### src/rtl/stats_pkg.sv
// Shared constants and index decoding for the per-port statistics bank.
// Assumes the sparse index map: 0x00..0x1F direct, 0x80..0x83 totals.
package stats_pkg;
    localparam int RX_EVT_N = 13;
    localparam int BIN_N    = 8;
    localparam int TX_EVT_N = 11;
    localparam int DIRECT_N = RX_EVT_N + BIN_N + TX_EVT_N;
    localparam int EXT_N    = 4;
    localparam int SLOT_N   = DIRECT_N + EXT_N;
    localparam int SLOT_W   = $clog2(SLOT_N);
    localparam int BIN_BASE = RX_EVT_N;
    localparam int TX_BASE  = RX_EVT_N + BIN_N;
    localparam int SL_RX_BYTES = DIRECT_N;
    localparam int SL_TX_BYTES = DIRECT_N + 1;
    localparam int SL_RX_DROP  = DIRECT_N + 2;
    localparam int SL_TX_DROP  = DIRECT_N + 3;

    typedef struct packed {
        logic              hit;
        logic [SLOT_W-1:0] slot;
    } slot_sel_t;

    // Translate an 8-bit counter index into a storage slot.
    function automatic slot_sel_t map_index(input logic [7:0] idx);
        slot_sel_t r;
        r.hit  = (idx[7:5] == 3'b000) || (idx[7:2] == 6'b100000);
        r.slot = idx[7] ? SLOT_W'(DIRECT_N + int'(idx[1:0]))
                        : SLOT_W'(idx[4:0]);
        return r;
    endfunction

    // Pick the size bin (0..7) for a frame length.
    function automatic int size_bin(input int len);
        if (len <= 64)        return 0;
        else if (len <= 127)  return 1;
        else if (len <= 255)  return 2;
        else if (len <= 511)  return 3;
        else if (len <= 1023) return 4;
        else if (len <= 1522) return 5;
        else if (len <= 2000) return 6;
        return 7;
    endfunction
endpackage

### src/rtl/stats_cnt_cell.sv
// One saturating counter. On clr the old value is discarded and only the
// increment of this cycle is kept. Assumes INC_W >= 1.
module stats_cnt_cell #(
    parameter int CNT_W = 32,
    parameter int INC_W = 16
) (
    input  logic             clk,
    input  logic             rst_n,
    input  logic [INC_W-1:0] inc,
    input  logic             clr,
    output logic [CNT_W-1:0] cnt
);
    localparam int SUM_W = ((CNT_W > INC_W) ? CNT_W : INC_W) + 1;

    logic [SUM_W-1:0] base;
    logic [SUM_W-1:0] sum;
    logic [CNT_W-1:0] nxt;

    // Form the saturated next value from the kept base plus increment.
    always_comb begin
        base = clr ? '0 : SUM_W'(cnt);
        sum  = base + SUM_W'(inc);
        nxt  = (|sum[SUM_W-1:CNT_W]) ? '1 : sum[CNT_W-1:0];
    end

    // Register the counter.
    always_ff @(posedge clk) begin
        if (!rst_n) cnt <= '0;
        else        cnt <= nxt;
    end
endmodule

### src/rtl/stats_evt_decode.sv
// Turns MAC event pulses and frame lengths into a per-slot increment amount.
// Assumes all inputs are single-cycle pulses qualified by the clock.
module stats_evt_decode
    import stats_pkg::*;
#(
    parameter int LEN_W = 16
) (
    input  logic [RX_EVT_N-1:0]          rx_evt,
    input  logic [TX_EVT_N-1:0]          tx_evt,
    input  logic                         rx_drop,
    input  logic                         tx_drop,
    input  logic                         rx_done,
    input  logic [LEN_W-1:0]             rx_len,
    input  logic                         tx_done,
    input  logic [LEN_W-1:0]             tx_len,
    output logic [SLOT_N-1:0][LEN_W-1:0] inc_amt
);
    int bin_sel;

    // Route each event source to its slot.
    always_comb begin
        inc_amt = '0;
        for (int i = 0; i < RX_EVT_N; i++) inc_amt[i] = LEN_W'(rx_evt[i]);
        for (int j = 0; j < TX_EVT_N; j++) inc_amt[TX_BASE + j] = LEN_W'(tx_evt[j]);
        bin_sel = size_bin(int'(rx_len));
        inc_amt[BIN_BASE + bin_sel] = LEN_W'(rx_done);
        inc_amt[SL_RX_BYTES] = rx_done ? rx_len : '0;
        inc_amt[SL_TX_BYTES] = tx_done ? tx_len : '0;
        inc_amt[SL_RX_DROP]  = LEN_W'(rx_drop);
        inc_amt[SL_TX_DROP]  = LEN_W'(tx_drop);
    end
endmodule

### src/rtl/stats_rd_ctrl.sv
// Command register handshake: accepts a read request when idle, holds busy
// for one cycle while the snapshot is taken. Writes while busy are dropped.
module stats_rd_ctrl
    import stats_pkg::*;
(
    input  logic              clk,
    input  logic              rst_n,
    input  logic              cmd_wr,
    input  logic              cmd_rd,
    input  logic [7:0]        cmd_idx,
    output logic              busy,
    output logic              cap_hit,
    output logic [SLOT_W-1:0] cap_slot
);
    logic      accept;
    slot_sel_t sel;

    // Decide whether this command write starts a read.
    always_comb begin
        accept = cmd_wr && cmd_rd && !busy;
        sel    = map_index(cmd_idx);
    end

    // Track busy and latch the decoded target.
    always_ff @(posedge clk) begin
        if (!rst_n) begin
            busy     <= 1'b0;
            cap_hit  <= 1'b0;
            cap_slot <= '0;
        end else begin
            busy <= accept;
            if (accept) begin
                cap_hit  <= sel.hit;
                cap_slot <= sel.slot;
            end
        end
    end
endmodule

### src/rtl/stats_bank.sv
// Per-port statistics counter bank: event decode, saturating counter array,
// and a read-and-clear snapshot path. Assumes one port and one reader.
module stats_bank
    import stats_pkg::*;
#(
    parameter int CNT_W = 32,
    parameter int LEN_W = 16
) (
    input  logic                clk,
    input  logic                rst_n,
    input  logic [12:0]         rx_evt,
    input  logic [10:0]         tx_evt,
    input  logic                rx_drop,
    input  logic                tx_drop,
    input  logic                rx_done,
    input  logic [LEN_W-1:0]    rx_len,
    input  logic                tx_done,
    input  logic [LEN_W-1:0]    tx_len,
    input  logic                cmd_wr,
    input  logic                cmd_rd,
    input  logic [7:0]          cmd_idx,
    output logic                cmd_busy,
    output logic [CNT_W-1:0]    rd_data
);
    logic [SLOT_N-1:0][LEN_W-1:0] inc_amt;
    logic [CNT_W-1:0]             cnt_q [SLOT_N];
    logic                         cap_hit;
    logic [SLOT_W-1:0]            cap_slot;

    stats_evt_decode #(.LEN_W(LEN_W)) dec_i (
        .rx_evt (rx_evt),
        .tx_evt (tx_evt),
        .rx_drop(rx_drop),
        .tx_drop(tx_drop),
        .rx_done(rx_done),
        .rx_len (rx_len),
        .tx_done(tx_done),
        .tx_len (tx_len),
        .inc_amt(inc_amt)
    );

    stats_rd_ctrl ctl_i (
        .clk     (clk),
        .rst_n   (rst_n),
        .cmd_wr  (cmd_wr),
        .cmd_rd  (cmd_rd),
        .cmd_idx (cmd_idx),
        .busy    (cmd_busy),
        .cap_hit (cap_hit),
        .cap_slot(cap_slot)
    );

    for (genvar s = 0; s < SLOT_N; s++) begin : g_cnt
        logic clr_s;
        // Clear this slot when it is the snapshot target.
        always_comb clr_s = cmd_busy && cap_hit && (cap_slot == SLOT_W'(s));
        stats_cnt_cell #(.CNT_W(CNT_W), .INC_W(LEN_W)) cell_i (
            .clk  (clk),
            .rst_n(rst_n),
            .inc  (inc_amt[s]),
            .clr  (clr_s),
            .cnt  (cnt_q[s])
        );
    end

    // Capture the selected counter, or zero for an undefined index.
    always_ff @(posedge clk) begin
        if (!rst_n)        rd_data <= '0;
        else if (cmd_busy) rd_data <= cap_hit ? cnt_q[cap_slot] : '0;
    end
endmodule

### config.mk
export PLATFORM = sky130hd
export DESIGN_NAME = stats_bank
export DESIGN_NICKNAME = d
export VERILOG_FILES = /design/src/rtl/stats_pkg.sv /design/src/rtl/stats_cnt_cell.sv /design/src/rtl/stats_evt_decode.sv /design/src/rtl/stats_rd_ctrl.sv /design/src/rtl/stats_bank.sv
export SDC_FILE = /design/constraint.sdc
export NUM_CORES = 2
export LEC_CHECK = 0
export BUFFER_PORTS_ARGS = -buffer_cell sky130_fd_sc_hd__buf_2
export CORE_AREA = 2 2 276 550
export CTS_CLUSTER_DIAMETER = 80
export DETAILED_ROUTE_END_ITERATION = 8
export DIE_AREA = 0 0 278 552
export PLACE_DENSITY = 0.64
export SLEW_MARGIN = 40
export SYNTH_ARGS = -nofsm -noshare
export SYNTH_HDL_FRONTEND = slang
export SYNTH_SLANG_ARGS = --single-unit
export TNS_END_PERCENT = 5
### constraint.sdc
create_clock -name clk -period 5.04 [get_ports clk]
set_input_delay 0.252 -clock clk [delete_from_list [all_inputs] [get_ports clk]]
set_output_delay 0.252 -clock clk [all_outputs]
set_load 0.02 [all_outputs]
After elaboration in Yosys (flattened, before gate mapping)
Index checks and enable logic that the tools add are counted.
Widths: inputs -> output; s select.
{"block": "op_classes", "order_cmp": 10, "n_eq_ne": 36, "addsub": 38, "n_reduce_logical": 44, "muxes": 97, "bitwise_logic": 1}
{"op": "$mux 32", "n": 82}
{"op": "$add 33x16->33", "n": 34}
{"op": "$bwmux 576", "n": 1}
{"op": "$bmux 32 s6", "n": 1}
{"op": "$demux 16 s6", "n": 1}
{"op": "$eq 6x5->1 const B", "n": 16}
{"op": "$add 33x1->33", "n": 2}
{"op": "$eq 6x4->1 const B", "n": 8}
{"op": "$mux 16", "n": 3}
{"op": "$logic_and 1x1->1", "n": 40}
{"op": "$add 5x32->32 const A", "n": 1}
{"op": "$ge 32x1->1 const B", "n": 1}
{"op": "$le 16x11->1 const B", "n": 2}
{"op": "$le 16x7->1 const B", "n": 2}
{"op": "$lt 32x8->1 const B", "n": 1}
{"op": "$eq 6x6->1 const B", "n": 5}
{"op": "$eq 6x3->1 const B", "n": 4}
{"op": "$le 16x10->1 const B", "n": 1}
{"op": "$le 16x8->1 const B", "n": 1}
{"op": "$le 16x9->1 const B", "n": 1}
{"op": "$eq 6x2->1 const B", "n": 2}
{"op": "$ge 7x7->1 const B", "n": 1}
{"op": "$mux 1", "n": 7}
{"op": "$not 6->7", "n": 1}
{"op": "8 further kinds", "n": 8}
{"block": "word_totals", "output_inout_bits": 33, "wordCells": 266, "ff_bits": 1192, "inputBits": 72}

Logic depth before layout (Yosys ltp)
{"block": "logic_depth", "word_depth": 17, "ltp_mapped": 23, "ltp_nobuf": 19}

Modules after synthesis
A second synthesis with hierarchy kept.
{"block": "unflattened", "cells_unflattened": 13220, "area_unflattened_um2": 109326.1}
{"mod": "stats_cnt_cell (g_cnt[10].cell_i ...)", "seq_area_each_um2": 640.6, "area_each_um2": 2775.2, "n_inst": 19, "cells_each": 337}
{"mod": "stats_cnt_cell (g_cnt[31].cell_i ...)", "seq_area_each_um2": 640.6, "area_each_um2": 2373.5, "n_inst": 11, "cells_each": 303}
{"mod": "stats_cnt_cell (g_cnt[28].cell_i ...)", "seq_area_each_um2": 640.6, "area_each_um2": 2464.9, "n_inst": 5, "cells_each": 304}
{"mod": "stats_bank", "seq_area_each_um2": 640.6, "area_each_um2": 10385.0, "n_inst": 1, "cells_each": 942}
{"mod": "stats_evt_decode", "seq_area_each_um2": 0.0, "area_each_um2": 4878.4, "n_inst": 1, "cells_each": 664}
{"mod": "stats_cnt_cell (g_cnt[0].cell_i)", "seq_area_each_um2": 640.6, "area_each_um2": 2578.7, "n_inst": 1, "cells_each": 323}
{"mod": "stats_rd_ctrl", "seq_area_each_um2": 160.2, "area_each_um2": 322.8, "n_inst": 1, "cells_each": 35}

Least setup slack after synthesis
Ideal clock, no wire load.
{"block": "synth_timing", "path_type": "input to register", "from": "input port rx_len[3]", "to": "register g_cnt[30].cell_i.cnt[10]", "setup_ns": 0.070, "required_ns": 4.970, "path_stages": 16, "slack_ns": 0.209, "arrival_time_ns": 4.761, "n_path_buf": 2, "cell_sequence": "or4_1 > o311ai_0 > a2111oi_0 > a21oi_1 > ha_1 > or3_1 > or3_1 > mux2_2 > ha_1 > nand4_1 > or4_1 > clkbuf_1 > nor3_1 > nand4_1 > clkbuf_1 > a21oi_1"}
{"block": "synth_via", "elab_chain_cells": 17, "elab_cells_between_ends": 31, "classes_between": "2 x add/sub; 9 x order compare; 19 x mux; 1 x reduce/logical"}
{"element": "start, declared", "line": "stats_bank.sv:16", "source": "input logic [LEN_W-1:0] rx_len,"}
{"element": "$le 16x11->1", "line": "stats_pkg.sv:40", "source": "else if (len <= 2000) return 6;"}
{"element": "$mux 1 / $mux 3 (equally long branches)", "line": "stats_pkg.sv:40"}
{"element": "$mux 1 / $mux 32 (equally long branches)", "line": "stats_pkg.sv:39", "source": "else if (len <= 1522) return 5;"}
{"element": "$mux 1 / $mux 32 (equally long branches)", "line": "stats_pkg.sv:38", "source": "else if (len <= 1023) return 4;"}
{"element": "$mux 1 / $mux 32 (equally long branches)", "line": "stats_pkg.sv:37", "source": "else if (len <= 511) return 3;"}
{"element": "$mux 1 / $mux 32 (equally long branches)", "line": "stats_pkg.sv:36", "source": "else if (len <= 255) return 2;"}
{"element": "$mux 1 / $mux 32 (equally long branches)", "line": "stats_pkg.sv:35", "source": "else if (len <= 127) return 1;"}
{"element": "$mux 1 / $mux 32 (equally long branches)", "line": "stats_pkg.sv:34", "source": "if (len <= 64) return 0;"}
{"element": "$mux 32 *", "line": "stats_pkg.sv:41", "source": "return 7;"}
{"element": "$add 5x32->32 *", "line": "stats_evt_decode.sv:26", "source": "inc_amt[BIN_BASE + bin_sel] = LEN_W'(rx_done);"}
{"element": "$ge 32x1->1 (not written as such) / $lt 32x8->1 (equally long branches)", "line": "stats_evt_decode.sv:26"}
{"element": "$logic_and 1x1->1 (not written as such)", "line": "stats_evt_decode.sv:26"}
{"element": "$mux 16 (not written as such)", "line": "stats_evt_decode.sv:26"}
{"element": "$demux 16 s6 *"}
{"element": "$bwmux 576 *", "line": "stats_evt_decode.sv:26"}
{"element": "$add 33x16->33 *", "line": "stats_cnt_cell.sv:22", "source": "sum = base + SUM_W'(inc);"}
{"element": "$mux 32 *", "line": "stats_cnt_cell.sv:23", "source": "nxt = (|sum[SUM_W-1:CNT_W]) ? '1 : sum[CNT_W-1:0];"}
{"element": "end signal, assigned", "line": "stats_cnt_cell.sv:29", "source": "else cnt <= nxt;"}
{"element": "end, declared", "line": "stats_cnt_cell.sv:11", "source": "output logic [CNT_W-1:0] cnt"}
Every way passes the cells marked *; elsewhere a longest branch is shown, timed or not.
A chain may end at the register's enable or synchronous reset.

Final worst setup path
{"block": "layout_timing", "from": "input port rx_len[3]", "to": "register g_cnt[3].cell_i.cnt[24]"}
{"block": "layout_via", "elab_chain_cells": 17, "elab_cells_between_ends": 31, "classes_between": "2 x add/sub; 9 x order compare; 19 x mux; 1 x reduce/logical"}
{"element": "$le 16x11->1", "line": "stats_pkg.sv:40"}
{"element": "$mux 1 / $mux 3 (equally long branches)", "line": "stats_pkg.sv:40"}
{"element": "$mux 1 / $mux 32 (equally long branches)", "line": "stats_pkg.sv:39"}
{"element": "$mux 1 / $mux 32 (equally long branches)", "line": "stats_pkg.sv:38"}
{"element": "$mux 1 / $mux 32 (equally long branches)", "line": "stats_pkg.sv:37"}
{"element": "$mux 1 / $mux 32 (equally long branches)", "line": "stats_pkg.sv:36"}
{"element": "$mux 1 / $mux 32 (equally long branches)", "line": "stats_pkg.sv:35"}
{"element": "$mux 1 / $mux 32 (equally long branches)", "line": "stats_pkg.sv:34"}
{"element": "$mux 32 *", "line": "stats_pkg.sv:41"}
{"element": "$add 5x32->32 *", "line": "stats_evt_decode.sv:26"}
{"element": "$ge 32x1->1 (not written as such) / $lt 32x8->1 (equally long branches)", "line": "stats_evt_decode.sv:26"}
{"element": "$logic_and 1x1->1 (not written as such)", "line": "stats_evt_decode.sv:26"}
{"element": "$mux 16 (not written as such)", "line": "stats_evt_decode.sv:26"}
{"element": "$demux 16 s6 *"}
{"element": "$bwmux 576 *", "line": "stats_evt_decode.sv:26"}
{"element": "$add 33x16->33 *", "line": "stats_cnt_cell.sv:22"}
{"element": "$mux 32 *", "line": "stats_cnt_cell.sv:23"}
{"element": "end signal, assigned", "line": "stats_cnt_cell.sv:29"}
{"element": "end, declared", "line": "stats_cnt_cell.sv:11"}
Marked as above.

==> impl_metrics.sql <==
INSERT INTO impl_metrics (metric_group, metric, value, unit) VALUES
('status', 'outcome', 'complete, no violations', ''),
('synthesis', 'post_synth.cell_area_avg', '8.79', 'µm²'),
('setup_path', 'timing.critical_path.fanout_max', '12', ''),
('power_and_ir_drop', 'cellLeakagePower', '26.1', 'nW'),
('routing', 'detail-route-antenna-nets', '0', ''),
('clocking', 'clock_path_buffers', '3', ''),
('placed_design', 'detailed_place.area', '70700', 'µm²'),
('final_layout', 'design.final.nets', '7912', ''),
('final_layout', 'final_area', '74800', 'µm²'),
('clocking', 'cts-buffers-inserted', '113', ''),
('job', 'drv_cap', '0', ''),
('setup_path', 'worst_ep_required', '5700', 'ps'),
('global_route', 'global_route_wire_length_before_repair', '395', 'mm'),
('setup_path', 'cp-end-kind', 'flop', ''),
('synthesis', 'post_synth_inst_count', '7597', ''),
('worst_hold_path', 'whs_path_depth', '5', ''),
('placed_design', 'dpl.hpwl', '209', 'mm'),
('global_route', 'via_count_of_the_first_global_routing_pass', '60200', ''),
('timing', 'final_max_slew_viol_count', '0', ''),
('synthesis', 'synth_warnings', '0', ''),
('timing', 'timing_hold_violations_final', '0', ''),
('floorplanning', 'std_cell_rows', '201', ''),
('timing', 'worstMarginPinSlew', '932', 'ps'),
('routing', 'routed-via-count', '61000', ''),
('synthesis', 'postSynthNetCount', '7774', ''),
('clocking', 'tritoncts_clock_tree', 'yes', ''),
('clocking', 'path_clk_slew', '70', 'ps'),
('floorplanning', 'chipHeight', '552', 'µm'),
('global_route', 'grt_max_degree', '176', ''),
('clocking', 'cts_root_buffer', 'sky130_fd_sc_hd__clkbuf_16', ''),
('routing', 'route.detailed.drc', '0', ''),
('timing', 'period_minus_slack', '4710', 'ps'),
('power_and_ir_drop', 'cellPowerDensity', '267', 'nW/µm²'),
('final_layout', 'area_growth', '12.0', '%'),
('clocking', 'holdBufCountCts', '15', ''),
('timing', 'fin_worst_hold_slack', '22.3', 'ps'),
('floorplanning', 'die_x', '278', 'µm'),
('timing', 'fin_worst_skew', '51.3', 'ps'),
('timing', 'period_share', '93.5', '%'),
('clocking', 'clock_sinks', '1192', ''),
('timing', 'timing.fmax', '0.212', 'GHz'),
('routing', 'detail_route.first_pass.iterations', '8', ''),
('clocking', 'cts.repair.resized', '0', ''),
('setup_path', 'crit_path_start_kind', 'input pin', ''),
('worst_hold_path', 'whs_endpoint', 'g_cnt[26].cell_i.cnt[0]$_SDFF_PN0_', ''),
('setup_path', 'worstSetupStartpoint', 'rx_len[3]', ''),
('synthesis', 'synth_cell_types', '87', ''),
('floorplanning', 'core_area', '150000', 'µm²'),
('setup_path', 'arrival', '5370', 'ps'),
('routing', 'routed_wirelength', '271', 'mm'),
('clocking', 'insertion_delay', '770', 'ps'),
('routing', 'detail_route.iter0.violations', '5065', ''),
('floorplanning', 'start_util', '44.6', '%'),
('placed_design', 'placement.io_buffers', '104', ''),
('setup_path', 'setup.reg_to_reg.worst_slack', '580', 'ps'),
('synthesis', 'ys_async_sr_fraction', '0', '%'),
('timing', 'grt_setup_unrepaired', 'no', ''),
('routing', 'wire_per_inst', '27.7', 'µm'),
('placed_design', 'place.gp.congestion', '1.09', ''),
('clocking', 'post_cts.repair.setup_buffers', '0', ''),
('synthesis', 'synthFlopType', 'sky130_fd_sc_hd__dfxtp_1', ''),
('floorplanning', 'floorplan_die_area', '153000', 'µm²'),
('timing', 'setup_viol', '0', ''),
('placed_design', 'dp_cells', '9532', ''),
('final_layout', 'post_route_cells_drive_above_1_share', '13.8', '%'),
('synthesis', 'synth_seq_area_share', '35.7', '%'),
('synthesis', 'synth-seq-cells', '1192', ''),
('worst_hold_path', 'timing.hold.worst.class', 'in -> reg', ''),
('routing', 'avgViaCountPerCell', '6.24', ''),
('synthesis', 'synth_enable_flop_cells', '0', ''),
('setup_path', 'critical_path.reg2reg.endpoint', 'g_cnt[33].cell_i.cnt[11]$_SDFF_PN0_', '');
## flip-flops by register name (all words and copies together), names as in the netlist
name and flops:
ctl_i.busy 1, rd_data 32, g_cnt.cell_i.cnt 1152, ctl_i.cap_slot 6
ctl_i.cap_hit 1
## worst max path at each step
stage                                          endpoint  depth (start not counted)
floorplan           g_cnt[30].cell_i.cnt[10]$_SDFF_PN0_                         16
global placement    g_cnt[16].cell_i.cnt[25]$_SDFF_PN0_                         20
detailed placement   g_cnt[30].cell_i.cnt[7]$_SDFF_PN0_                         17
CTS                  g_cnt[30].cell_i.cnt[7]$_SDFF_PN0_                         17
global route        g_cnt[30].cell_i.cnt[22]$_SDFF_PN0_                         16
finish               g_cnt[3].cell_i.cnt[24]$_SDFF_PN0_                         18
## kinds of logic after synthesis
kind of cell,count (synthesis),synth area share (%)
AO/OA/AOI/OAI,1390,11.7
XOR/XNOR,912,12.0
adder cells (fa/ha/maj),105,1.99
buffers and inverters,513,3.06
flip-flops,1192,35.7
multiplexers,408,12.6
AND/OR/NAND/NOR,3077,22.9
## metal layers
| layer | GRT usage (%) | part of all wire [%] |
|---|---|---|
| met2 | 61.0 | 50 |
| met5 | 0 | 0.050 |
| met4 | 38.1 | 13 |
| met1 | 31.4 | 31 |
| met3 | 6.74 | 6.2 |
## layout by cell type, fill, tap and decap left out, types with 42 or more instances in the layout
master / n
sky130_fd_sc_hd__dfxtp_1: 1187
sky130_fd_sc_hd__nand2_1: 904
sky130_fd_sc_hd__a21oi_1: 674
sky130_fd_sc_hd__nor2_1: 581
sky130_fd_sc_hd__xor2_1: 475
sky130_fd_sc_hd__nand3_1: 439
sky130_fd_sc_hd__xnor2_1: 437
sky130_fd_sc_hd__o21ai_0: 401
sky130_fd_sc_hd__mux4_2: 346
sky130_fd_sc_hd__buf_4: 312
sky130_fd_sc_hd__nand4_1: 232
sky130_fd_sc_hd__and3_1: 223
sky130_fd_sc_hd__nor3_1: 156
sky130_fd_sc_hd__and2_1: 148
sky130_fd_sc_hd__clkbuf_16: 115
sky130_fd_sc_hd__ha_1: 103
sky130_fd_sc_hd__buf_2: 103
sky130_fd_sc_hd__and4_1: 102
sky130_fd_sc_hd__inv_1: 90
sky130_fd_sc_hd__nor2b_1: 58
sky130_fd_sc_hd__nor4_1: 42
## stage by stage
step	TNS (ps)	power (W)
global route	0	0.0205
CTS	0	0.0200
floorplan	0	0.0106
finish	0	0.0200
global placement	-22960	0.0110
detailed placement	-24860	0.0110
## worst max-delay path, cell delays in order
cell and delay, ps:
sky130_fd_sc_hd__buf_2 110, sky130_fd_sc_hd__or4_1 530, sky130_fd_sc_hd__o311ai_0 320, sky130_fd_sc_hd__a2111oi_0 200, sky130_fd_sc_hd__a21oi_1 500, sky130_fd_sc_hd__buf_4 220
sky130_fd_sc_hd__ha_1 190, sky130_fd_sc_hd__nand3_1 170, sky130_fd_sc_hd__nor2_1 530, sky130_fd_sc_hd__mux2_2 350, sky130_fd_sc_hd__ha_1 280, sky130_fd_sc_hd__nand3_1 200
sky130_fd_sc_hd__nor3_1 450, sky130_fd_sc_hd__buf_12 200, sky130_fd_sc_hd__and4_1 210, sky130_fd_sc_hd__and3_1 200, sky130_fd_sc_hd__inv_1 230, sky130_fd_sc_hd__a21oi_1 200
## Yosys cell counts, drive strengths merged, types with 103 or more instances
cell type,instances,area [µm²]
dfxtp,1192,23900
ha,103,1290
a21oi,685,3470
o21ai,403,2020
clkbuf,331,1240
nor3,165,852
and2,151,945
xnor2,437,3830
nand3,440,2210
nand4,233,1470
nand2,907,3400
xor2,475,4160
nor2,583,2190
mux4,346,7790
and3,223,1400
## power by group
| group | internal [W] | switching (W) | total (W) | leakage, nW |
|---|---|---|---|---|
| clock network | 0.00502 | 0.00410 | 0.00913 | 1.90 |
| logic | 0.000446 | 0.000775 | 0.00122 | 14.6 |
| registers | 0.00951 | 0.000123 | 0.00963 | 9.62 |
## final cells by class
cell class | count | area, µm²
repair buffers | 444 | 3280
flip-flops and latches | 1192 | 23900
fillers | 14100 | 74800
clock buffers | 166 | 3350
multi-input cells | 5892 | 41000
well taps | 1928 | 2410
inverters | 92 | 353
diodes | 22 | 55.1
clock inverters | 43 | 499
Note: power is estimated with default switching activity, not from simulation.
